## config.mk

```make
export PLATFORM = sky130hd
export DESIGN_NAME = frame_timing_gen
export DESIGN_NICKNAME = d
export VERILOG_FILES = /design/src/rtl/ftg_pkg.sv /design/src/rtl/ftg_sync_edge.sv /design/src/rtl/ftg_divider.sv /design/src/rtl/ftg_phase_rot.sv /design/src/rtl/frame_timing_gen.sv
export SDC_FILE = /design/constraint.sdc
export NUM_CORES = 1
export LEC_CHECK = 0
export ABC_AREA = 1
export BUFFER_PORTS_ARGS = -buffer_cell sky130_fd_sc_hd__buf_4
export CELL_PAD_IN_SITES_DETAIL_PLACEMENT = 1
export CELL_PAD_IN_SITES_GLOBAL_PLACEMENT = 1
export CORE_AREA = 2 2 87 89
export DETAILED_ROUTE_END_ITERATION = 10
export DIE_AREA = 0 0 89 91
export HOLD_SLACK_MARGIN = 0.15
export PLACE_DENSITY_LB_ADDON = 0.1
export SYNTH_ARGS = -nofsm -noshare
export SYNTH_HDL_FRONTEND = slang
export SYNTH_HIERARCHICAL = 1
export SYNTH_SLANG_ARGS = --single-unit
```

## constraint.sdc

```tcl
create_clock -name clk_i -period 3.7 [get_ports clk_i]
set_input_delay 0.37 -clock clk_i [delete_from_list [all_inputs] [get_ports clk_i]]
set_output_delay 0.37 -clock clk_i [all_outputs]
set_load 0.05 [all_outputs]
```

## src/rtl/ftg_pkg.sv

```systemverilog
package ftg_pkg;
  parameter int unsigned MAX_N = 40;
  localparam int unsigned CNT_W = $clog2(MAX_N + 1);
  localparam int unsigned PC_W  = $clog2(2 * MAX_N + 1);

  typedef logic [CNT_W-1:0] cnt_t;
  typedef logic [PC_W-1:0]  pc_t;

  function automatic cnt_t ratio_of(input logic [2:0] code);
    case (code)
      3'd0:    return cnt_t'(4);
      3'd1:    return cnt_t'(5);
      3'd2:    return cnt_t'(8);
      3'd3:    return cnt_t'(10);
      3'd4:    return cnt_t'(16);
      3'd5:    return cnt_t'(20);
      3'd6:    return cnt_t'(32);
      default: return cnt_t'(40);
    endcase
  endfunction
endpackage

```

## src/rtl/ftg_sync_edge.sv

```systemverilog
module ftg_sync_edge #(
  parameter int unsigned STAGES = 2
) (
  input  logic clk_i,
  input  logic rst_ni,
  input  logic d_i,
  output logic rise_o
);
  logic [STAGES:0] pipe_q;

  always_ff @(posedge clk_i or negedge rst_ni) begin
    if (!rst_ni) pipe_q <= '0;
    else         pipe_q <= {pipe_q[STAGES-1:0], d_i};
  end

  assign rise_o = pipe_q[STAGES-1] & ~pipe_q[STAGES];


  single_pulse_chk: assert property (@(posedge clk_i) disable iff (!rst_ni)
    rise_o |=> !rise_o);
endmodule

```

## src/rtl/ftg_divider.sv

```systemverilog
module ftg_divider
  import ftg_pkg::*;
(
  input  logic clk_i,
  input  logic rst_ni,
  input  cnt_t n_i,
  input  logic rise_i,
  output cnt_t cnt_o,
  output logic half_o,
  output logic run_o,
  output logic load_o,
  output logic locked_o
);
  cnt_t cnt_q;
  logic half_q, seen_q, locked_q, run_q;
  logic wrap, aligned, restart;

  assign wrap    = (cnt_q >= n_i - cnt_t'(1));
  // an edge landing on the frame boundary is already in phase
  assign aligned = run_q && wrap;
  assign restart = rise_i && !aligned;

  always_ff @(posedge clk_i or negedge rst_ni) begin
    if (!rst_ni) begin
      cnt_q    <= '0;
      half_q   <= 1'b0;
      seen_q   <= 1'b0;
      locked_q <= 1'b0;
      run_q    <= 1'b0;
    end else if (restart) begin
      cnt_q    <= '0;
      half_q   <= 1'b0;
      seen_q   <= 1'b0;
      locked_q <= 1'b0;
      run_q    <= 1'b1;
    end else if (run_q) begin
      if (wrap) begin
        cnt_q  <= '0;
        half_q <= ~half_q;
        seen_q <= 1'b1;
        if (seen_q) locked_q <= 1'b1;
      end else begin
        cnt_q <= cnt_q + cnt_t'(1);
      end
    end
  end

  assign cnt_o    = cnt_q;
  assign half_o   = half_q;
  assign run_o    = run_q;
  assign load_o   = run_q && wrap && seen_q;
  assign locked_o = locked_q;


  load_gap_chk: assert property (@(posedge clk_i) disable iff (!rst_ni)
    load_o |=> !load_o);


  lock_drop_chk: assert property (@(posedge clk_i) disable iff (!rst_ni)
    $fell(locked_q) |-> $past(rise_i));
endmodule

```

## src/rtl/ftg_phase_rot.sv

```systemverilog
module ftg_phase_rot
  import ftg_pkg::*;
(
  input  logic       clk_i,
  input  logic       rst_ni,
  input  logic       run_i,
  input  cnt_t       n_i,
  input  cnt_t       cnt_i,
  input  logic       half_i,
  input  logic       divc_i,
  input  logic [2:0] phase_i,
  output logic       slow_o
);
  localparam int unsigned PROD_W = PC_W + 3;

  pc_t              period, pos_raw, shift, pos;
  logic [2:0]       k;
  logic [PROD_W-1:0] prod;
  logic             slow_d, slow_q;

  always_comb begin
    period  = divc_i ? (pc_t'(n_i) << 1) : pc_t'(n_i);
    pos_raw = (divc_i && half_i) ? pc_t'(n_i) + pc_t'(cnt_i) : pc_t'(cnt_i);
    // odd-sized half periods cannot be split into eighths
    k       = (n_i == cnt_t'(5) || n_i == cnt_t'(10)) ? 3'd0 : phase_i;
    prod    = PROD_W'(k) * PROD_W'(period);
    shift   = pc_t'(prod >> 3);
    pos     = (pos_raw >= shift) ? pos_raw - shift : pos_raw + period - shift;
    slow_d  = run_i && (pos < (period >> 1));
  end

  always_ff @(posedge clk_i or negedge rst_ni) begin
    if (!rst_ni) slow_q <= 1'b0;
    else         slow_q <= slow_d;
  end

  assign slow_o = slow_q;
endmodule

```

## src/rtl/frame_timing_gen.sv

```systemverilog
module frame_timing_gen
  import ftg_pkg::*;
#(
  parameter int unsigned SYNC_STAGES = 2
) (
  input  logic       clk_i,
  input  logic       rst_ni,
  input  logic [2:0] sel_i,
  input  logic       sync_i,
  input  logic       divc_i,
  input  logic [2:0] phase_sel_i,
  output logic       load_o,
  output logic       locked_o,
  output logic       slow_clk_o
);
  cnt_t n_sel, cnt;
  logic rise, half, run;

  assign n_sel = ratio_of(sel_i);

  ftg_sync_edge #(.STAGES(SYNC_STAGES)) i_sync (
    .clk_i  (clk_i),
    .rst_ni (rst_ni),
    .d_i    (sync_i),
    .rise_o (rise)
  );

  ftg_divider i_div (
    .clk_i    (clk_i),
    .rst_ni   (rst_ni),
    .n_i      (n_sel),
    .rise_i   (rise),
    .cnt_o    (cnt),
    .half_o   (half),
    .run_o    (run),
    .load_o   (load_o),
    .locked_o (locked_o)
  );

  ftg_phase_rot i_rot (
    .clk_i   (clk_i),
    .rst_ni  (rst_ni),
    .run_i   (run),
    .n_i     (n_sel),
    .cnt_i   (cnt),
    .half_i  (half),
    .divc_i  (divc_i),
    .phase_i (phase_sel_i),
    .slow_o  (slow_clk_o)
  );


  lock_after_load_chk: assert property (@(posedge clk_i) disable iff (!rst_ni)
    (load_o && !rise) |=> locked_o);
endmodule

```

==> results.cfg, run 1 <==
[setup_path]
critPathKind = in2reg
required_ps = 3870
end_kind = register
worst-path-max-fanout = 5
r2r_cells = 15
crit_arrival_ps = 5190
start_kind = input port

[min_path]
min_path_cells = 1
min-delay-path-class = in2reg

[sta]
finalMaxSlewViolations = 0
tightestPinTransition_ps = 580
min_period_over_period_pct = 135
setup_violations = 1
fmax_ghz = 0.200
fin_worst_skew_ps = 0.441
rsz0062_at_grt = true
hold_viol = 0
max-slew-margin-rel_pct = 60.9
worst_hold_slack_ps = 238
setup_slack_ps = -1310
fin_crit_ps = 5010

[die]
die_area_sq_um = 8100
row_count = 31
io_pins = 13
die_y_microns = 91
start_util_pct = 39.7
fp.dieW_microns = 89
core_area_sq_um = 7140

[power_and_ir_drop]
irDropWorstVdd_mv = 0.323
leakage_nw = 2.29
p_per_area_nw_per_um2 = 663

[detailed_routing]
num_vias = 3089
firstDrtPassIters = 4
postRouteAntennaNets = 0
wl_per_cell_microns = 15.3
drt-initial-drc-count = 49
via_per_inst = 4.89
drt_wl_total_microns = 9670
drc = 0

[global_routing]
grt_pass1_wl_microns = 15800
antenna_found_initial = 0
grtUsageTotal_pct = 24.9
grt_max_degree = 15
grt_pass1_vias = 3394
overflow = 0

[clocking]
htreeDepth = 1
clock_path_buffers = 2
cts.sinks = 14
numCtsBuffers = 3
root_buffer = clkbuf_8
clkLatencyLatePin_ps = 240
cts_tree = done
path_clk_slew_ps = 60

[synthesis]
synthArstFlopShare_pct = 100
synth-seq-area-share_pct = 12.4
synth_fp_nets = 481
ys.flop_type = dfrtp_1
synth.distinct_cells = 35
syn_avg_cell_area_sq_um = 6.76
synthesis.area_sq_um = 2830
synth_top_area_share_pct = 17.7
synth_edf_count = 0
synth_area_leaders = ha_1 18%, nand2_1 13%, dfrtp_1 12%
ys_ff_latch = 14
ys_warn_count = 6
synth_top_area_cell = ha_1
postSynthCellCount = 419

[placement]
dp_hpwl_microns = 7780
pre_cts_ws_ps = -1660
gp_congestion = 0.849
port_buffers = 12

[finish]
area_growth_syn_to_layout_pct = 48.4
post-route-util_pct = 58.9
fillCellCount = 966
nets = 596
diodes = 0
drive_above_1_share_pct = 38.5

[outcome]
outcome = finished, violations left
violations = negative setup slack

[job]
maxCapViolCount = 0
==> final timing paths <==
path	start	endpoint	slack (ps)
setup / recovery	sel_i[2]	i_rot/slow_o$_DFF_PN0_	-1310
hold / removal	sync_i	i_sync/pipe_q[0]$_DFF_PN0_	240
hold reg to reg	i_sync/pipe_q[0]$_DFF_PN0_	i_sync/pipe_q[1]$_DFF_PN0_	360
min in group asynchronous	rst_ni	i_div/seen_q$_DFFE_PN0P_	510
setup reg to reg	i_div/cnt_o[0]$_DFFE_PN0P_	i_rot/slow_o$_DFF_PN0_	-480
max in group asynchronous	rst_ni	i_div/cnt_o[0]$_DFFE_PN0P_	3030
==> cell usage in the layout (no fill, tap or decap), drive strengths merged, types with 2 or more instances in the layout <==
cell type  count
nand2        115
buf          110
inv           91
ha            40
nor2          31
nand3         28
a21oi         19
o21ai         15
dfrtp         14
xor2          13
fa            12
xnor2          9
nand4          8
clkbuf         4
nand3b         4
a31oi          4
a21o           3
nor3           2
mux2i          2
or2            2
==> area by class of cell <==
cell class	instances	area, sq um	area share (%)
Multi-Input combinational cell	313	2440	58.2
Timing Repair Buffer	111	863	20.5
Inverter	91	365	8.69
Sequential cell	14	350	8.34
Tap cell	99	124	2.95
Clock buffer	4	55.1	1.31
==> metrics by stage <==
stage               total power (W)  instance area, sq um  setup TNS [ps]  cells
floorplan                   0.00156                  2960           -1020    419
global placement            0.00229                  3850           -1540    621
detailed placement          0.00241                  3850           -1660    621
CTS                         0.00268                  4100           -1200    631
global route                0.00305                  4200           -1570    632
finish                      0.00279                  4200           -1310    632
==> critical path, cell delays in order <==
cell and delay (ps):
buf_12 130, inv_16 50, nand2_8 50, nor2_4 150, inv_2 70, o21ai_4 170, nand3_4 150, nand2_4 130
nor2_4 40, fa_1 510, nand2_1 50, nand3b_1 160, nor2_2 170, inv_2 80, fa_2 390, xnor2_2 170
fa_1 560, inv_2 60, fa_1 510, a31oi_2 240, xor2_1 190, o21ai_1 90, ha_1 310, a21oi_2 150
o211ai_1 130, a21oi_2 110
==> what timing repair did <==
action	4_1_cts	5_1_grt
endpoints found under the setup margin	1	1
gates resized for setup	30	27
hold buffers	1	0
hold endpoints to repair	14	0
pin swaps	34	32
setup buffers	6	1
==> synthesized netlist by cell type, types with 3 or more instances <==
master	instances
nor2_2	6
ha_1	40
nand3b_1	4
a21oi_1	17
nand2_4	5
nand2_1	100
o21ai_0	14
inv_2	5
nand4_1	8
nand3_1	24
xor2_1	13
a21o_1	3
nand2_2	10
nor2_1	25
a31oi_1	4
fa_1	12
inv_1	85
dfrtp_1	14
xnor2_1	9
==> sequential cells by signal, summed over array words and instances (netlist names) <==
signal and cells:
i_div/seen_q 1, i_div/cnt_o 6, i_div/locked_o 1, i_rot/slow_o 1, i_div/run_o 1, i_sync/pipe_q 3, i_div/half_o 1
==> per-layer routing <==
metal	track usage, %	share of wire, %
met1	28.5	42
met2	48.1	54
met3	1.55	1.4
met4	7.09	2.6
met5	0	0
==> logic make-up (layout without fill, tap and decap cells) <==
kind of cell	count (synthesis)	in the layout	synth area share, %
XOR/XNOR	22	22	6.81
buffers and inverters	92	206	12.6
AND/OR/NAND/NOR	191	191	32.1
flip-flops	14	14	12.4
multiplexers	2	2	0.707
adder cells (fa/ha/maj)	52	52	26.2
AO/OA/AOI/OAI	46	46	9.28
==> power breakdown <==
group	total [W]	internal, W	switching (W)
Sequential	0.000215	0.000190	0.0000248
Clock	0.000147	0.0000941	0.0000526
Combinational	0.00243	0.00114	0.00129
Total	0.00279	0.00142	0.00137
Power figures use the tool's default switching activity.
==> run 2, diff against run 1 <==
CORE_AREA = 2 2 74 104   (was 2 2 87 89)
DIE_AREA = 0 0 76 106   (was 0 0 89 91)
==> run 2 against run 1 <==
Compared with the run above: the flow still finishes with violations (negative setup slack); final cell count grew 1.6%; die area shrank 0.53%; first-iteration DRC count grew 94%; clock skew grew 1.0 ps; cell area grew 1.1%; count of clock-buffer cells in the layout is the same; critical path type unchanged; core utilization grew 0.34 points; worst setup slack is essentially flat; non-clock buffer count grew 12.
==> results.cfg, run 2 (synthesized netlist as in run 1, its figures left out) <==
[die]
fp.dieW_microns = 76
io_pins = 13
row_count = 37
die_y_microns = 106
start_util_pct = 39.5
core_area_sq_um = 7180
die_area_sq_um = 8060

[clocking]
htreeDepth = 1
path_clk_slew_ps = 60
numCtsBuffers = 3
clock_path_buffers = 2
clkLatencyLatePin_ps = 250
root_buffer = clkbuf_8
cts.sinks = 14
cts_tree = done

[detailed_routing]
firstDrtPassIters = 4
drt-initial-drc-count = 95
postRouteAntennaNets = 0
drt_wl_total_microns = 10100
drc = 0
wl_per_cell_microns = 15.7
via_per_inst = 4.93
num_vias = 3167

[setup_path]
crit_arrival_ps = 5190
critPathSlowestCell = fa_1
end_kind = register
reg2reg_from = i_div/cnt_o[0]$_DFFE_PN0P_
critPathMostFrequentCell = nand2_1
critPathKind = in2reg
worstSetupPathDepth = 36
worst-path-max-fanout = 5
crit_path_max_incr_delay_ps = 540
cp.buffers_inverters = 10
cpLargestDelayFamily = adder cells
crit_start = sel_i[2]
r2r_cells = 19
required_ps = 3880
start_kind = input port

[power_and_ir_drop]
power_switching_w = 0.00139
seqPwrFrac_pct = 7.5
p_int_w = 0.00144
netSwitchingFraction_pct = 49.1
p_clk_share_pct = 5.3
power_frac_comb_pct = 87.2
leakage_nw = 2.33
irDropWorstVdd_mv = 0.375
p_per_area_nw_per_um2 = 666
power.total_w = 0.00283

[sta]
tightestPinTransition_ps = 585
hold_viol = 0
rsz0062_at_grt = true
fin_worst_skew_ps = 1.47
worst_hold_slack_ps = 229
setup_slack_ps = -1310
finalMaxSlewViolations = 0
setup_violations = 1
fin_crit_ps = 5010
min_period_over_period_pct = 135
setup_tns_ps = -1310
fmax_ghz = 0.200
max-slew-margin-rel_pct = 60.6

[finish]
nets = 608
largest_reg_flops = 6
mostFrequentLayoutCells = 119 x buf_4, 94 x nand2_1, 72 x inv_1
drive_above_1_share_pct = 38.5
final_common_cell = buf_4
area_growth_syn_to_layout_pct = 50.1
diodes = 0
post-route-util_pct = 59.2

[global_routing]
antenna_found_initial = 0
grt_max_degree = 15
grt_pass1_wl_microns = 16600
grt_pass1_vias = 3622
overflow = 0
grtUsageTotal_pct = 25.6

[placement]
port_buffers = 12
dp_hpwl_microns = 8110
pre_cts_ws_ps = -1650
gp_congestion = 0.859

[outcome]
violations = negative setup slack
outcome = finished, violations left

[min_path]
min_path_cells = 1
min-delay-path-class = in2reg
worst_hold_startpoint = sync_i

[job]
maxCapViolCount = 0
[run 2: timing repair]
item	CTS	global route
pin swaps	33	12
setup buffers	15	1
endpoints found under the setup margin	1	1
hold buffers	1	0
resized for setup	34	13
hold endpoints to repair	14	0
[run 2: power by group through the flow]
stage                     sequential, W  clock [W]  combinational (W)
after floorplan                0.000249          0            0.00131
after global placement         0.000213          0            0.00216
after detailed placement       0.000215          0            0.00225
after CTS                      0.000214   0.000154            0.00241
after global routing           0.000217   0.000159            0.00274
final                          0.000213   0.000150            0.00247
[run 2: worst paths after layout]
kind,end,slack [ps]
max,i_rot/slow_o$_DFF_PN0_,-1310
min,i_sync/pipe_q[0]$_DFF_PN0_,230
max reg2reg,i_rot/slow_o$_DFF_PN0_,-390
min reg2reg,i_sync/pipe_q[1]$_DFF_PN0_,360
max in group asynchronous,i_div/cnt_o[2]$_DFFE_PN0P_,3020
min in group asynchronous,i_div/seen_q$_DFFE_PN0P_,510
[run 2: stage by stage]
| stage | cells | area, sq um |
|---|---|---|
| floorplan | 419 | 2960 |
| global placement | 622 | 3870 |
| detailed placement | 622 | 3870 |
| CTS | 641 | 4150 |
| global route | 642 | 4250 |
| finish | 642 | 4250 |
[run 2: routing by layer]
metal  vias to the layer above  GRT usage, %  share of wire, %
met5                         -             0                 0
met4                         0          10.8               3.8
met3                        23          1.53               1.1
met2                        30          54.2                58
met1                      1538          25.0                37
li1                       1576             -                 -
[run 2: cell type report]
cell class,instances,area (sq um)
Fill cell,940,2930
Multi-Input combinational cell,313,2410
Tap cell,97,121
Clock buffer,4,55.1
Inverter,91,365
Sequential cell,14,350
Timing Repair Buffer,123,950
[run 2: worst register-to-register path, cell delays in order, from the launching register on]
cell and delay [ps]:
dfrtp_1 380, ha_1 210, fa_1 480, inv_1 40
o21ai_0 480, inv_1 130, fa_1 550, inv_2 70
ha_4 160, a21oi_2 140, and2_4 160, nor2_1 40
o21a_1 170, nor2_2 100, xor2_1 180, o21ai_1 110
ha_1 300, inv_1 40, o211ai_1 200, a21oi_2 50
==> run 3, diff against run 2 <==
ABC_AREA = 0   (was 1)
CORE_AREA = 2 2 70 99   (was 2 2 74 104)
DIE_AREA = 0 0 72 101   (was 0 0 76 106)
==> run 3 against run 2 <==
Compared with the run above: the flow still finishes with violations (negative setup slack); synthesized cell count shrank 26%; routed wire length shrank 2.3%; clock power shrank 3%; critical path type unchanged.
==> results.cfg, run 3 <==
[placement]
dp_hpwl_microns = 7470
gp_congestion = 0.844
place_area_sq_um = 3750
port_buffers = 12
dpl.cell_count = 483
pre_cts_ws_ps = -2270

[setup_path]
critPathSlowestCell = fa_1
crit_path_max_incr_delay_ps = 450
end_kind = register
critPathKind = in2reg
worst-path-max-fanout = 7
critPathMostFrequentCell = buf_6
start_kind = input port
required_ps = 3850
crit_arrival_ps = 5920

[job]
maxCapViolCount = 0

[outcome]
outcome = finished, violations left
violations = negative setup slack

[finish]
largest_reg_flops = 6
final_common_cell = buf_4
stdcell_count = 503
multi_input_area_sq_um = 2580
post-route-util_pct = 63.9
diodes = 0
final_area_sq_um = 4110
nets = 492
drive_above_1_share_pct = 47.1
fillCellCount = 742
seq_area_sq_um = 350
mostFrequentLayoutCells = 111 x buf_4, 34 x ha_1, 33 x inv_1
area_growth_syn_to_layout_pct = 50.7

[synthesis]
synthesis.area_sq_um = 2730
syn_avg_cell_area_sq_um = 8.75
synth-seq-area-share_pct = 12.8
ys_ff_latch = 14
synth_top_area_cell = ha_1
synth_top_area_share_pct = 18.3
synthArstFlopShare_pct = 100
synth.distinct_cells = 64
ys.flop_type = dfrtp_1
synth_area_leaders = ha_1 18%, dfrtp_1 13%, fa_1 8.8%
synth_edf_count = 0
synth.most_common_cell = ha_1
synth_commonest_cells = 40 x ha_1, 35 x inv_1, 28 x nand2_1
postSynthCellCount = 312
synth_fp_nets = 374
ys_warn_count = 6

[die]
fp.dieW_microns = 72
start_util_pct = 42.4
die_area_sq_um = 7270
io_pins = 13
row_count = 35
die_y_microns = 101
core_area_sq_um = 6440

[detailed_routing]
drc = 0
firstDrtPassIters = 4
postRouteAntennaNets = 0
via_per_inst = 5.58
drt-initial-drc-count = 68
num_vias = 2808
drt_wl_total_microns = 9840
wl_per_cell_microns = 19.6

[sta]
rsz0062_at_grt = true
tightestPinTransition_ps = 651
fin_worst_skew_ps = 4.19
fmax_ghz = 0.173
min_period_over_period_pct = 156
setup_violations = 1
max-slew-margin-rel_pct = 56.1
fin_crit_ps = 5770
setup_slack_ps = -2070
hold_viol = 0
finalMaxSlewViolations = 0

[clocking]
htreeDepth = 1
path_clk_slew_ps = 60
numCtsBuffers = 3
clkLatencyLatePin_ps = 240
root_buffer = clkbuf_8
cts.sinks = 14
clock_path_buffers = 2
cts_tree = done

[global_routing]
antenna_found_initial = 0
overflow = 0
grt_max_degree = 16
grt_pass1_vias = 3144
grt_pass1_wl_microns = 15300
grtUsageTotal_pct = 27.0

[power_and_ir_drop]
leakage_nw = 2.00
p_per_area_nw_per_um2 = 700
irDropWorstVdd_mv = 0.503

[min_path]
min-delay-path-class = in2reg
==> run 3: cell count changes after synthesis, moves of 5 or more <==
cell and change:
nand2_1 -72, inv_1 -50, nand3_1 -15, xnor2_1 +11
nand2_2 -10, nor2_1 -7, xor2_1 -7, a211oi_2 +6
nor2_2 -6, inv_2 -5, mux2_2 +5, nand4_1 -5
==> run 3: stage by stage <==
| step | total power [W] | hold WS, ps | TNS, ps |
|---|---|---|---|
| 3_3_place_gp | 0.00228 | 229 | -2060 |
| 4_1_cts | 0.00272 | 231 | -1750 |
| 3_5_place_dp | 0.00237 | 230 | -2270 |
| 5_1_grt | 0.00313 | 226 | -2320 |
| 6_report | 0.00288 | 238 | -2070 |
| 2_1_floorplan | 0.00166 | 74.4 | -1870 |
==> run 3: area by class of cell <==
type                    count  area share [%]
inverters                  35            3.29
flip-flops and latches     14            8.52
repair buffers            117            21.9
clock buffers               4            1.34
multi-input cells         259            62.7
well taps                  74            2.25
==> run 3: final timing paths <==
check / start / endpoint / slack [ps] / cells past startpoint
max: sel_i[0] / i_rot/slow_o$_DFF_PN0_ / -2070 / 34
min: sync_i / i_sync/pipe_q[0]$_DFF_PN0_ / 240 / 1
max reg2reg: i_div/cnt_o[0]$_DFFE_PN0P_ / i_rot/slow_o$_DFF_PN0_ / -800 / 21
min reg2reg: i_sync/pipe_q[0]$_DFF_PN0_ / i_sync/pipe_q[1]$_DFF_PN0_ / 350 / 0
max in group asynchronous: rst_ni / i_div/half_o$_DFFE_PN0P_ / 3010 / 2
min in group asynchronous: rst_ni / i_div/cnt_o[0]$_DFFE_PN0P_ / 520 / 2
==> run 3: timing repair <==
action	CTS	global route
setup endpoints to repair	1	1
pin swaps	35	29
hold buffers	1	0
resized for setup	21	18
setup buffers	11	4
endpoints found under the hold margin	14	0
==> run 3: metal layers <==
metal  track usage (%)  vias up  wire, microns
met5                 0        -              0
met4              11.2        0            535
met3             0.800       28            104
met2              56.2       55           5660
met1              26.9     1391           3540
li1                  -     1334              -
==> run 3: logic make-up (layout without fill, tap and decap cells) <==
logic type,after synthesis,count (layout),synth area share [%]
and+or+nand+nor,96,96,19.6
AOI/OAI and AO/OA,72,72,20.6
adders and majority gates,54,54,27.9
buffers and inverters,39,156,5.96
xor gates and xnor gates,27,27,9.17
DFF,14,14,12.8
muxes,10,10,3.90
==> run 3: worst max-delay path, delay by kind of cell <==
| kind | cells | cell delay [ps] |
|---|---|---|
| buffers and inverters | 8 | 990 |
| adder cells (fa/ha/maj) | 4 | 1320 |
| AND/OR/NAND/NOR | 10 | 1430 |
| AO/OA/AOI/OAI | 12 | 1820 |
==> run 3: report_power, final <==
group	switching, W	internal, W
combinational	0.00125	0.00125
sequential	0.0000364	0.000192
clock	0.0000519	0.0000940
total	0.00134	0.00154
